## src/rtl/region_evict_seq.sv

```systemverilog
module region_evict_seq #(
  parameter int ADDR_W    = 32,
  parameter int BLK_OFF_W = 6,
  parameter int BLKS      = 64,
  parameter int STEP_GAP  = 1,
  localparam int IDX_W    = $clog2(BLKS),
  localparam int CNT_W    = $clog2(BLKS + 2),
  localparam int GAP_W    = $clog2(STEP_GAP + 2)
) (
  input  logic              clk,
  input  logic              rst_n,
  input  logic              start_valid,
  output logic              start_ready,
  input  logic [ADDR_W-1:0] start_base,
  input  logic              start_kind,
  input  logic              start_demand,
  input  logic [ADDR_W-1:0] start_demand_addr,
  input  logic [BLKS-1:0]   start_valid_map,
  output logic              probe_valid,
  input  logic              probe_ready,
  output logic [ADDR_W-1:0] probe_addr,
  output logic              probe_kind,
  output logic              probe_demand,
  input  logic              ack_valid,
  input  logic [IDX_W-1:0]  ack_idx,
  input  logic              ack_dirty,
  output logic              done_pulse,
  output logic              done_dirty
);

  localparam logic [ADDR_W-1:0] REG_MASK = (ADDR_W'(1) << (BLK_OFF_W + IDX_W)) - ADDR_W'(1);
  localparam logic [IDX_W-1:0]  LAST     = IDX_W'(BLKS - 1);

  typedef enum logic [1:0] {S_IDLE, S_DEM, S_WALK, S_FIN} st_t;

  st_t               st;
  logic [ADDR_W-1:0] base, dem_addr;
  logic              kind, dem, dirty;
  logic [BLKS-1:0]   map, acked;
  logic [IDX_W-1:0]  idx;
  logic [GAP_W-1:0]  gap;
  logic [CNT_W-1:0]  cnt;

  function automatic logic [CNT_W-1:0] pop_of(input logic [BLKS-1:0] v);
    logic [CNT_W-1:0] s;
    s = '0;
    for (int i = 0; i < BLKS; i++) s = s + CNT_W'(v[i]);
    return s;
  endfunction

  wire [IDX_W-1:0] dem_idx    = dem_addr[BLK_OFF_W +: IDX_W];
  wire [IDX_W-1:0] in_dem_idx = start_demand_addr[BLK_OFF_W +: IDX_W];
  wire             slot_need  = map[idx] && !(dem && idx == dem_idx);
  wire             slot_live  = (st == S_WALK) && (gap == '0);
  wire             ack_take   = (st != S_IDLE) && ack_valid && !acked[ack_idx] && (cnt != '0);

  assign start_ready  = (st == S_IDLE);
  assign probe_valid  = (st == S_DEM) || (slot_live && slot_need);
  assign probe_demand = (st == S_DEM);
  assign probe_kind   = kind;
  assign probe_addr   = (st == S_DEM) ? dem_addr
                                      : (base | (ADDR_W'(idx) << BLK_OFF_W));
  assign done_pulse   = (st == S_FIN) && (cnt == '0);
  assign done_dirty   = dirty;

  always_ff @(posedge clk) begin
    if (!rst_n) begin
      st       <= S_IDLE;
      base     <= '0;
      dem_addr <= '0;
      kind     <= 1'b0;
      dem      <= 1'b0;
      map      <= '0;
      acked    <= '0;
      idx      <= '0;
      gap      <= '0;
      cnt      <= '0;
      dirty    <= 1'b0;
    end else begin
      case (st)
        S_IDLE: if (start_valid) begin
          st       <= start_demand ? S_DEM : S_WALK;
          base     <= start_base & ~REG_MASK;
          dem_addr <= start_demand_addr;
          kind     <= start_kind;
          dem      <= start_demand;
          map      <= start_valid_map;
          acked    <= '0;
          idx      <= '0;
          gap      <= '0;
          dirty    <= 1'b0;
          cnt      <= pop_of(start_valid_map)
                    + CNT_W'(start_demand && !start_valid_map[in_dem_idx]);
        end
        S_DEM: if (probe_ready) st <= S_WALK;
        S_WALK: begin
          if (gap != '0) begin
            gap <= gap - GAP_W'(1);
          end else if (!slot_need || probe_ready) begin
            if (idx == LAST) begin
              st <= S_FIN;
            end else begin
              idx <= idx + IDX_W'(1);
              gap <= GAP_W'(STEP_GAP);
            end
          end
        end
        S_FIN: if (cnt == '0) st <= S_IDLE;
        default: st <= S_IDLE;
      endcase
      if (ack_take) begin
        cnt            <= cnt - CNT_W'(1);
        acked[ack_idx] <= 1'b1;
        dirty          <= dirty | ack_dirty;
      end
    end
  end

endmodule

```

## config.mk

```make
export PLATFORM = sky130hd
export DESIGN_NAME = region_evict_seq
export DESIGN_NICKNAME = d
export VERILOG_FILES = /design/src/rtl/region_evict_seq.sv
export SDC_FILE = /design/constraint.sdc
export NUM_CORES = 1
export LEC_CHECK = 0
export ABC_AREA = 1
export ABC_CLOCK_PERIOD_IN_PS = 18200
export BUFFER_PORTS_ARGS = -buffer_cell sky130_fd_sc_hd__buf_2
export CAP_MARGIN = 20
export CORE_MARGIN = 10
export CORE_UTILIZATION = 51
export DETAILED_ROUTE_END_ITERATION = 16
export PLACE_DENSITY = 0.76
export SLEW_MARGIN = 10
export SYNTH_ARGS = -nofsm -noshare
export SYNTH_HDL_FRONTEND = slang
export SYNTH_SLANG_ARGS = --single-unit
```

## constraint.sdc

```tcl
create_clock -name clk -period 18.2 [get_ports clk]
set_input_delay 3.64 -clock clk [delete_from_list [all_inputs] [get_ports clk]]
set_output_delay 3.64 -clock clk [all_outputs]
set_load 0.05 [all_outputs]
```

==> results by stage, run 1 <==
Detailed routing:
- After detailed routing, the average wire length per cell comes to 16.0 µm.
- The detailed router finished its first iteration with 1246 violations.
- In the routed design, unresolved DRC markers number 0.
- After detailed routing, the number of vias per cell comes to 5.42.
- In this run the remaining antenna-violating nets after routing total 0.
- The detailed-router iteration count before antenna repair is 5.
- The final route contains 11400 vias.
- The total routed wirelength is 33600 µm.

Finish:
- The number of nets at the end of the flow is 2023.
- The fraction of layout cells with a size suffix above 1 is 0.123.
- Compared with the post-synthesis result, the final layout area differs by 11.7%.
- The finished cells cover 0.0131 mm².

CTS:
- After clock tree synthesis, the flow added hold-fix buffers numbering 0.
- Clock-pin slew was measured on the worst setup and hold paths at 0.07 ns.
- The number of sinks on the clock net is 200.
- The number of clock buffers added by TritonCTS is 17.
- TritonCTS built the clock tree.
- The cell sitting at the root of the clock tree is a clkbuf_16.
- The count of buffers added by post-CTS timing repair for setup is 0.
- The clock passes through at most 2 buffers.
- Clock latency on the worst-skew pair, taken at its later pin, is 0.43 ns.
- After clock tree synthesis, the repair step resized 0 gates.
- The H-tree generated during clock tree synthesis spans 4 levels.

Worst setup path:
- STA puts the critical path data required time at 18.52 ns.
- The worst setup path is launched from a primary input.
- The critical-path maximum fanout is 36.
- The critical path is of the in2reg type.
- STA classifies the critical path endpoint as a flop.
- The worst register-to-register path has a depth of 10.
- The critical path arrival is 11.32 ns.

Global route:
- The wire length of the first global-routing pass is 53900 µm.
- The initial antenna violation count is 1.
- The via count of the first global-routing pass is 10700.
- The most crowded layer after global routing is met2.
- The total track usage is 0.225.
- Entering global routing, the biggest net connects 129 pins.
- For this run, global-route usage on met3 was measured as 0.0353.
- The met2 track demand over resource in global routing is 0.387.
- The global-route congestion overflow total is 0.
- For this run, global-route usage on met1 was measured as 0.281.

Synthesis:
- In this run, synthesis produced a sequential element count of 200.
- Synthesis produced 1717 cells.
- The proportion of synthesized chip area in sequential cells is 0.342.
- The synthesized area per cell is 6.81 µm².
- The count of cell types in the netlist is 39.
- Summing every instance area after synthesis gives 0.0117 mm².
- In the synthesized netlist the async set-or-reset flop fraction comes to 0.
- The main flop type after synthesis is dfxtp_1.
- The net count after synthesis is 1935.
- For this run, the number of Yosys warnings is 0.
- The number of enable-type register cells in the synthesized netlist is 0.

Placement:
- The wire-length estimate of the detail-placed layout is 23600 µm.
- The minimum setup slack after placement is 6.97 ns.
- Summing all placed instances gives a cell area of 0.0125 mm².
- The global placement routability congestion is 0.950.
- The number of input and output port buffers inserted is 167.

Hold path:
- The worst hold path passes through 2 cells.
- The path class of the lowest-slack min-delay path is reg2reg.

STA:
- The time the worst path needs with I/O delays and setup is 11.00 ns.
- The final hold violation count is 0.
- After routing, the total negative slack on setup checks comes to 0 ns.
- The post-route fraction of the period consumed by the critical path is 0.604.
- The worst setup margin is 7.20 ns.
- Setup repair after global routing left no endpoint under its margin.
- The highest clock rate is 90.9 MHz.
- The minimum hold slack is 0.454 ns.
- The slew at the pin closest to its max-slew limit is 1.14 ns.
- The worst clock skew is 0.0156 ns.
- Measured against its own limit, the worst slew margin works out to 0.241.
- The final max-slew violation count came to 0.
- Setup violations remaining at the end of the flow were counted as 0.

Pwr:
- The worst-case vdd ir drop is 0.390 mV.
- Power spread over the standard cell area amounts to 191 mW/mm².
- The reported leakage power is 5.79 nW.

Flow run:
- The tool flagged a number of max-cap violations equal to 0.

Die:
- The die outline area is 0.0294 mm².
- In this run the horizontal extent of the chip is 171 µm.
- The I/O pin total is 180.
- The core footprint is 0.0226 mm².
- The initialized floorplan defines 55 standard-cell rows.
- The initial standard-cell utilization of the core is 0.518.
- The die span in y is 171 µm.

Outcome:
- The flow ran to the end, and the final reports show no timing, DRC or antenna violations.
-- cell usage after synthesis (6+ instances only) --
master,n,share of area
nand2_1,359,0.12
nor2_1,258,0.083
dfxtp_1,200,0.34
inv_1,187,0.060
o21ai_0,186,0.080
a21oi_1,154,0.066
nand3_1,85,0.036
clkbuf_1,79,0.025
fa_1,55,0.094
nand4_1,29,0.016
ha_1,21,0.022
nor3_1,16,0.0068
o22ai_1,14,0.0075
buf_2,11,0.0047
buf_6,7,0.0067
buf_4,6,0.0039
-- state kept, by name, indices dropped and copies added (netlist names) --
signal / cells
base: 20
done_dirty: 1
dem_addr: 32
dem: 1
gap: 2
cnt: 7
map: 64
st: 2
probe_kind: 1
idx: 6
acked: 64
-- stage by stage --
| step | cells | util | total power [W] |
|---|---|---|---|
| 6_report | 2104 | 0.579 | 0.00250 |
| 5_1_grt | 2104 | 0.579 | 0.00280 |
| 4_1_cts | 2103 | 0.579 | 0.00251 |
| 3_5_place_dp | 2071 | 0.553 | 0.00212 |
| 3_3_place_gp | 2071 | 0.553 | 0.00208 |
| 2_1_floorplan | 1717 | - | 0.00179 |
-- power breakdown --
| part | internal (W) | total [W] | switching (W) |
|---|---|---|---|
| sequential | 0.000529 | 0.000575 | 0.0000466 |
| clock | 0.000196 | 0.000378 | 0.000182 |
| combinational | 0.000564 | 0.00155 | 0.000982 |
| total | 0.00129 | 0.00250 | 0.00121 |
-- cells in the final DEF (no fill, tap or decap), types with 11 or more instances in the layout --
master / Yosys / routed
dfxtp_1: 200 / 200
fa_1: 55 / 55
nor2_1: 258 / 258
clkbuf_16: 0 / 17
nand2_1: 359 / 358
nor3_1: 16 / 16
nand3_1: 85 / 85
inv_1: 187 / 187
buf_2: 11 / 166
nand4_1: 29 / 29
ha_1: 21 / 21
buf_4: 6 / 11
o22ai_1: 14 / 14
a21oi_1: 154 / 154
o21ai_0: 186 / 186
-- worst paths after layout --
check | from | to | slack (ns)
setup / recovery | start_demand_addr[6] | cnt[6] | 7.20
hold / removal | map[36] | map[36] | 0.45
setup reg to reg | st[0] | cnt[5] | 14.86
hold reg to reg | map[36] | map[36] | 0.45
-- area by class of cell --
class | instances | area (µm²)
Antenna cell | 1 | 2.50
Clock buffer | 18 | 429
Clock inverter | 14 | 155
Fill cell | 2183 | 9510
Inverter | 195 | 733
Multi-Input combinational cell | 1214 | 6470
Sequential cell | 200 | 4000
Tap cell | 285 | 357
Timing Repair Buffer | 177 | 913
-- per-layer routing --
metal  wire length [µm]  part of all wire
met1              14000              0.42
met5                  0                 0
met2              16700              0.50
met4                827             0.025
met3               2020             0.060
-- worst max-delay path, cell delays in order --
cell,delay [ns]
buf_2,0.46
inv_1,0.59
o21ai_0,0.35
a21oi_1,0.07
a211oi_1,0.24
nor3_1,0.07
o311ai_0,0.42
nand3_1,0.23
fa_1,0.59
fa_1,0.46
fa_1,0.50
fa_1,0.51
fa_1,0.55
fa_1,0.44
fa_1,0.50
inv_1,0.05
fa_1,0.40
fa_1,0.42
a21oi_1,0.13
o21ai_0,0.13
a21oi_1,0.17
o21bai_1,0.07
o21ai_0,0.16
nand2_1,0.07
inv_1,0.05
nor2_1,0.03
-- kinds of logic after synthesis --
family                     count (synthesis)  share of synthesized area
and+or+nand+nor                          759                      0.266
DFF                                      200                      0.342
adders and majority gates                 76                      0.117
AOI/OAI and AO/OA                        371                      0.164
buffers and inverters                    303                      0.105
xor gates and xnor gates                   8                    0.00599
Power figures use the tool's default switching activity.
==> run 2, diff against run 1 <==
--- a/config.mk
+++ b/config.mk
@@ -6,7 +6,7 @@
 export NUM_CORES = 1
 export LEC_CHECK = 0
 export ABC_AREA = 1
-export ABC_CLOCK_PERIOD_IN_PS = 18200
+export ABC_CLOCK_PERIOD_IN_PS = 10400
 export BUFFER_PORTS_ARGS = -buffer_cell sky130_fd_sc_hd__buf_2
 export CAP_MARGIN = 20
 export CORE_MARGIN = 10
==> constraint.sdc (replaced) <==
create_clock -name clk -period 10.4 [get_ports clk]
set_input_delay 2.08 -clock clk [delete_from_list [all_inputs] [get_ports clk]]
set_output_delay 2.08 -clock clk [all_outputs]
set_load 0.05 [all_outputs]
==> run 2 against run 1 <==
Compared with the run above: sequential share of layout area fell by 0.26 points; die area did not move; clock power rose by 86%; non-clock buffer count rose by 3; final area rose by 0.85%; first-iteration DRC count fell by 9.0%; critical path type unchanged; largest cell class unchanged.
==> results by stage, run 2 (same netlist as run 1, synthesis figures left out) <==
Global route:
- The global-route congestion overflow total was 0 (unchanged).
- The initial antenna violation count came to 0 (-1).
- The maximum number of pins on one net before global-route repair was 129 (unchanged).
- The total track usage is 0.229 (+0.00355).
- The wire length of the first global-routing pass is 54700 µm (+1.5%).
- The via count of the first global-routing pass came to 10700 (+0.30%).

Worst setup path:
- STA classifies the critical path endpoint as a flop.
- The startpoint of the worst register-to-register path is idx[1].
- The number of cell instances on the worst register-to-register path is 13 (+3).
- The type of the setup path with the least slack is in2reg.
- The type of origin of the critical path is a primary input.
- The worst endpoint required time was 10.74 ns (-7.78 ns).
- The critical-path maximum fanout is 36 (unchanged).
- The register-to-register setup slack is 6.89 ns (-7.97 ns).
- The end of the worst register-to-register path is idx[2].
- The critical path arrival is 9.33 ns (-1.99 ns).

Pwr:
- The worst-case vdd ir drop came to 0.516 mV (+32%).
- The total power per unit cell area is 338 mW/mm² (+77%).
- The reported leakage power came to 5.84 nW (+0.88%).

Finish:
- The area of the multi-input gates is 0.00647 mm² (unchanged).
- The library cells used most frequently in the layout, excluding fill and tap cells, are nand2_1, nor2_1, dfxtp_1.
- The fraction of layout cells with a size suffix above 1 is 0.125 (+0.00199).
- From synthesis to final layout, the design area changed by 12.7%.
- In the final layout, the registers with the most flip-flops are acked: 64 flops, map: 64 flops, dem_addr: 32 flops.
- The library cell used most frequently in the layout, excluding fill and tap cells, is nand2_1.
- The final cell count without fillers is 2107 (+0.14%).
- The number of nets at the end of the flow is 2026 (+0.15%).
- The fraction of the core area covered by cells at the end of the flow is 0.584 (+0.00493).
- The sequential cell area is 0.00400 mm² (unchanged).
- The layout filler cell count was 2152 (-1.4%).
- The cell area after layout is 0.0132 mm² (+0.85%).

Die:
- The core footprint is 0.0226 mm² (unchanged).
- The initial standard-cell utilization of the core was 0.518 (unchanged).
- The number of rows in the core area came to 55 (unchanged).
- The die outline area was 0.0294 mm² (unchanged).
- The I/O pin total came to 180 (unchanged).
- The die span in y is 171 µm (unchanged).
- The width of the die is 171 µm (unchanged).

Hold path:
- The min-delay analysis places its worst path in the category reg2reg.
- The count of cells along the worst hold path came to 2 (unchanged).
- The worst hold path terminates at map[39].
- The worst hold path begins at map[39].

Detailed routing:
- The total routed wirelength came to 33800 µm (+0.63%).
- The post-detailed-route count of antenna-violating nets is 0 (unchanged).
- The detailed-router iteration count before antenna repair is 5 (unchanged).
- The routed via count is 11500 (+0.42%).
- The average vias per placed instance is 5.44 (+0.28%).
- The remaining routing DRC violations is 0 (unchanged).
- The count of routing violations after the opening detailed-route iteration is 1134 (-9.0%).
- The detailed-route wire length per cell is 16.0 µm (+0.49%).

CTS:
- The clock transition at the registers of the reported paths was 0.08 ns (about the same).
- The clock insertion delay at the later pin of the skew report is 0.44 ns (about the same).
- The root buffer cell chosen for the clock tree is clkbuf_16.
- The count of buffers added by post-CTS timing repair for setup was 0 (unchanged).
- The number of instances resized during post-cts repair came to 0 (unchanged).
- The number of hold buffers added after CTS was 0 (unchanged).
- The number of sinks on the clock net came to 200 (unchanged).
- The number of H-tree levels was 4 (unchanged).
- The number of buffers added by the clock tree synthesis step is 17 (unchanged).
- The maximum number of buffers from clock root to sink is 2 (unchanged).
- TritonCTS built the clock tree.

Placement:
- The post-detailed-placement cell area is 0.0125 mm² (+0.16%).
- The instance count after placement with tap cells included is 2072 (+0.048%).
- The global placement routability congestion came to 0.939 (-1.2%).
- The number of input and output port buffers inserted is 167 (unchanged).
- The minimum setup slack after placement is 1.06 ns (-5.91 ns).
- The placed wire-length estimate is 23700 µm (+0.74%).

STA:
- The accumulated negative setup slack is 0 ns (unchanged).
- The final hold violation count is 0 (unchanged).
- The final max-slew violation count is 0 (unchanged).
- Setup repair after global routing left no endpoint under its margin.
- The worst setup margin came to 1.41 ns (-5.79 ns).
- The time the worst path needs with I/O delays and setup is 8.99 ns.
- The number of failing setup endpoints in the final timing report is 0 (unchanged).
- The worst clock skew came to 0.0127 ns (-0.00290 ns).
- The slew at the pin closest to its max-slew limit came to 1.11 ns (-0.0331 ns).
- Based on the critical path, the design can be clocked at up to 111 MHz.
- The worst relative slew slack is 0.263 (+0.0221).
- The post-route fraction of the period consumed by the critical path is 0.865.

Outcome:
- The flow ran to the end, and the final reports show no timing, DRC or antenna violations.

Flow run:
- The max-cap violation count was 0 (unchanged).
## run 2: cell count changes in the layout (fill, tap and decap cells not counted)
cell,before,now
inv_8,2,3
buf_12,0,2
clkinv_4,3,0
clkbuf_1,1,0
clkinv_8,1,3
bufinv_16,1,2
buf_16,0,1
## run 2: report_power, final
| group | total, W | switching [W] | internal (W) |
|---|---|---|---|
| Sequential | 0.00101 | 0.0000887 | 0.000925 |
| Clock | 0.000704 | 0.000334 | 0.000371 |
| Combinational | 0.00274 | 0.00173 | 0.00101 |
| Total | 0.00446 | 0.00216 | 0.00230 |
## run 2: critical path, stage by stage
cell and delay (ns):
buf_2 0.44, inv_1 0.36, buf_4 0.29, nor2_1 0.09, o21ai_0 0.13, o21ai_0 0.24, o22ai_1 0.13, o211ai_1 0.17
nand3_1 0.16, fa_1 0.58, fa_1 0.45, fa_1 0.54, fa_1 0.45, fa_1 0.56, fa_1 0.44, fa_1 0.50
inv_1 0.05, fa_1 0.40, fa_1 0.43, a21oi_1 0.13, o21ai_0 0.14, a21oi_1 0.18, o21bai_1 0.07, o21ai_0 0.16
nand2_1 0.07, inv_1 0.05, nor2_1 0.03
## run 2: worst max path at each step
stage / startpoint / to / slack [ns] / cells past startpoint
after floorplan: start_demand_addr[6] / cnt[6] / 2.00 / 27
after global placement: start_demand_addr[6] / cnt[6] / 1.19 / 26
after detailed placement: start_demand_addr[6] / cnt[6] / 1.06 / 26
after CTS: start_demand_addr[6] / cnt[6] / 1.52 / 26
after global routing: start_demand_addr[6] / cnt[6] / 0.93 / 26
final: start_demand_addr[6] / cnt[6] / 1.41 / 27
## run 2: layout make-up
type	count	area share
flip-flops and latches	200	0.304
clock buffers	17	0.0323
inverters	195	0.0556
well taps	285	0.0271
repair buffers	180	0.0744
multi-input cells	1214	0.491
clock inverters	15	0.0154
diodes	1	0.000190
## run 2: per-stage QoR
| step | total power [W] | hold slack (ns) |
|---|---|---|
| global placement | 0.00363 | 0.440 |
| finish | 0.00446 | 0.456 |
| detailed placement | 0.00375 | 0.444 |
| CTS | 0.00447 | 0.456 |
| global route | 0.00499 | 0.479 |
| floorplan | 0.00314 | 0.429 |
## run 2: routing by layer
layer,part of all wire,GRT usage
met1,0.41,0.286
met2,0.50,0.388
met3,0.065,0.0392
met4,0.024,0.0813
met5,0,0
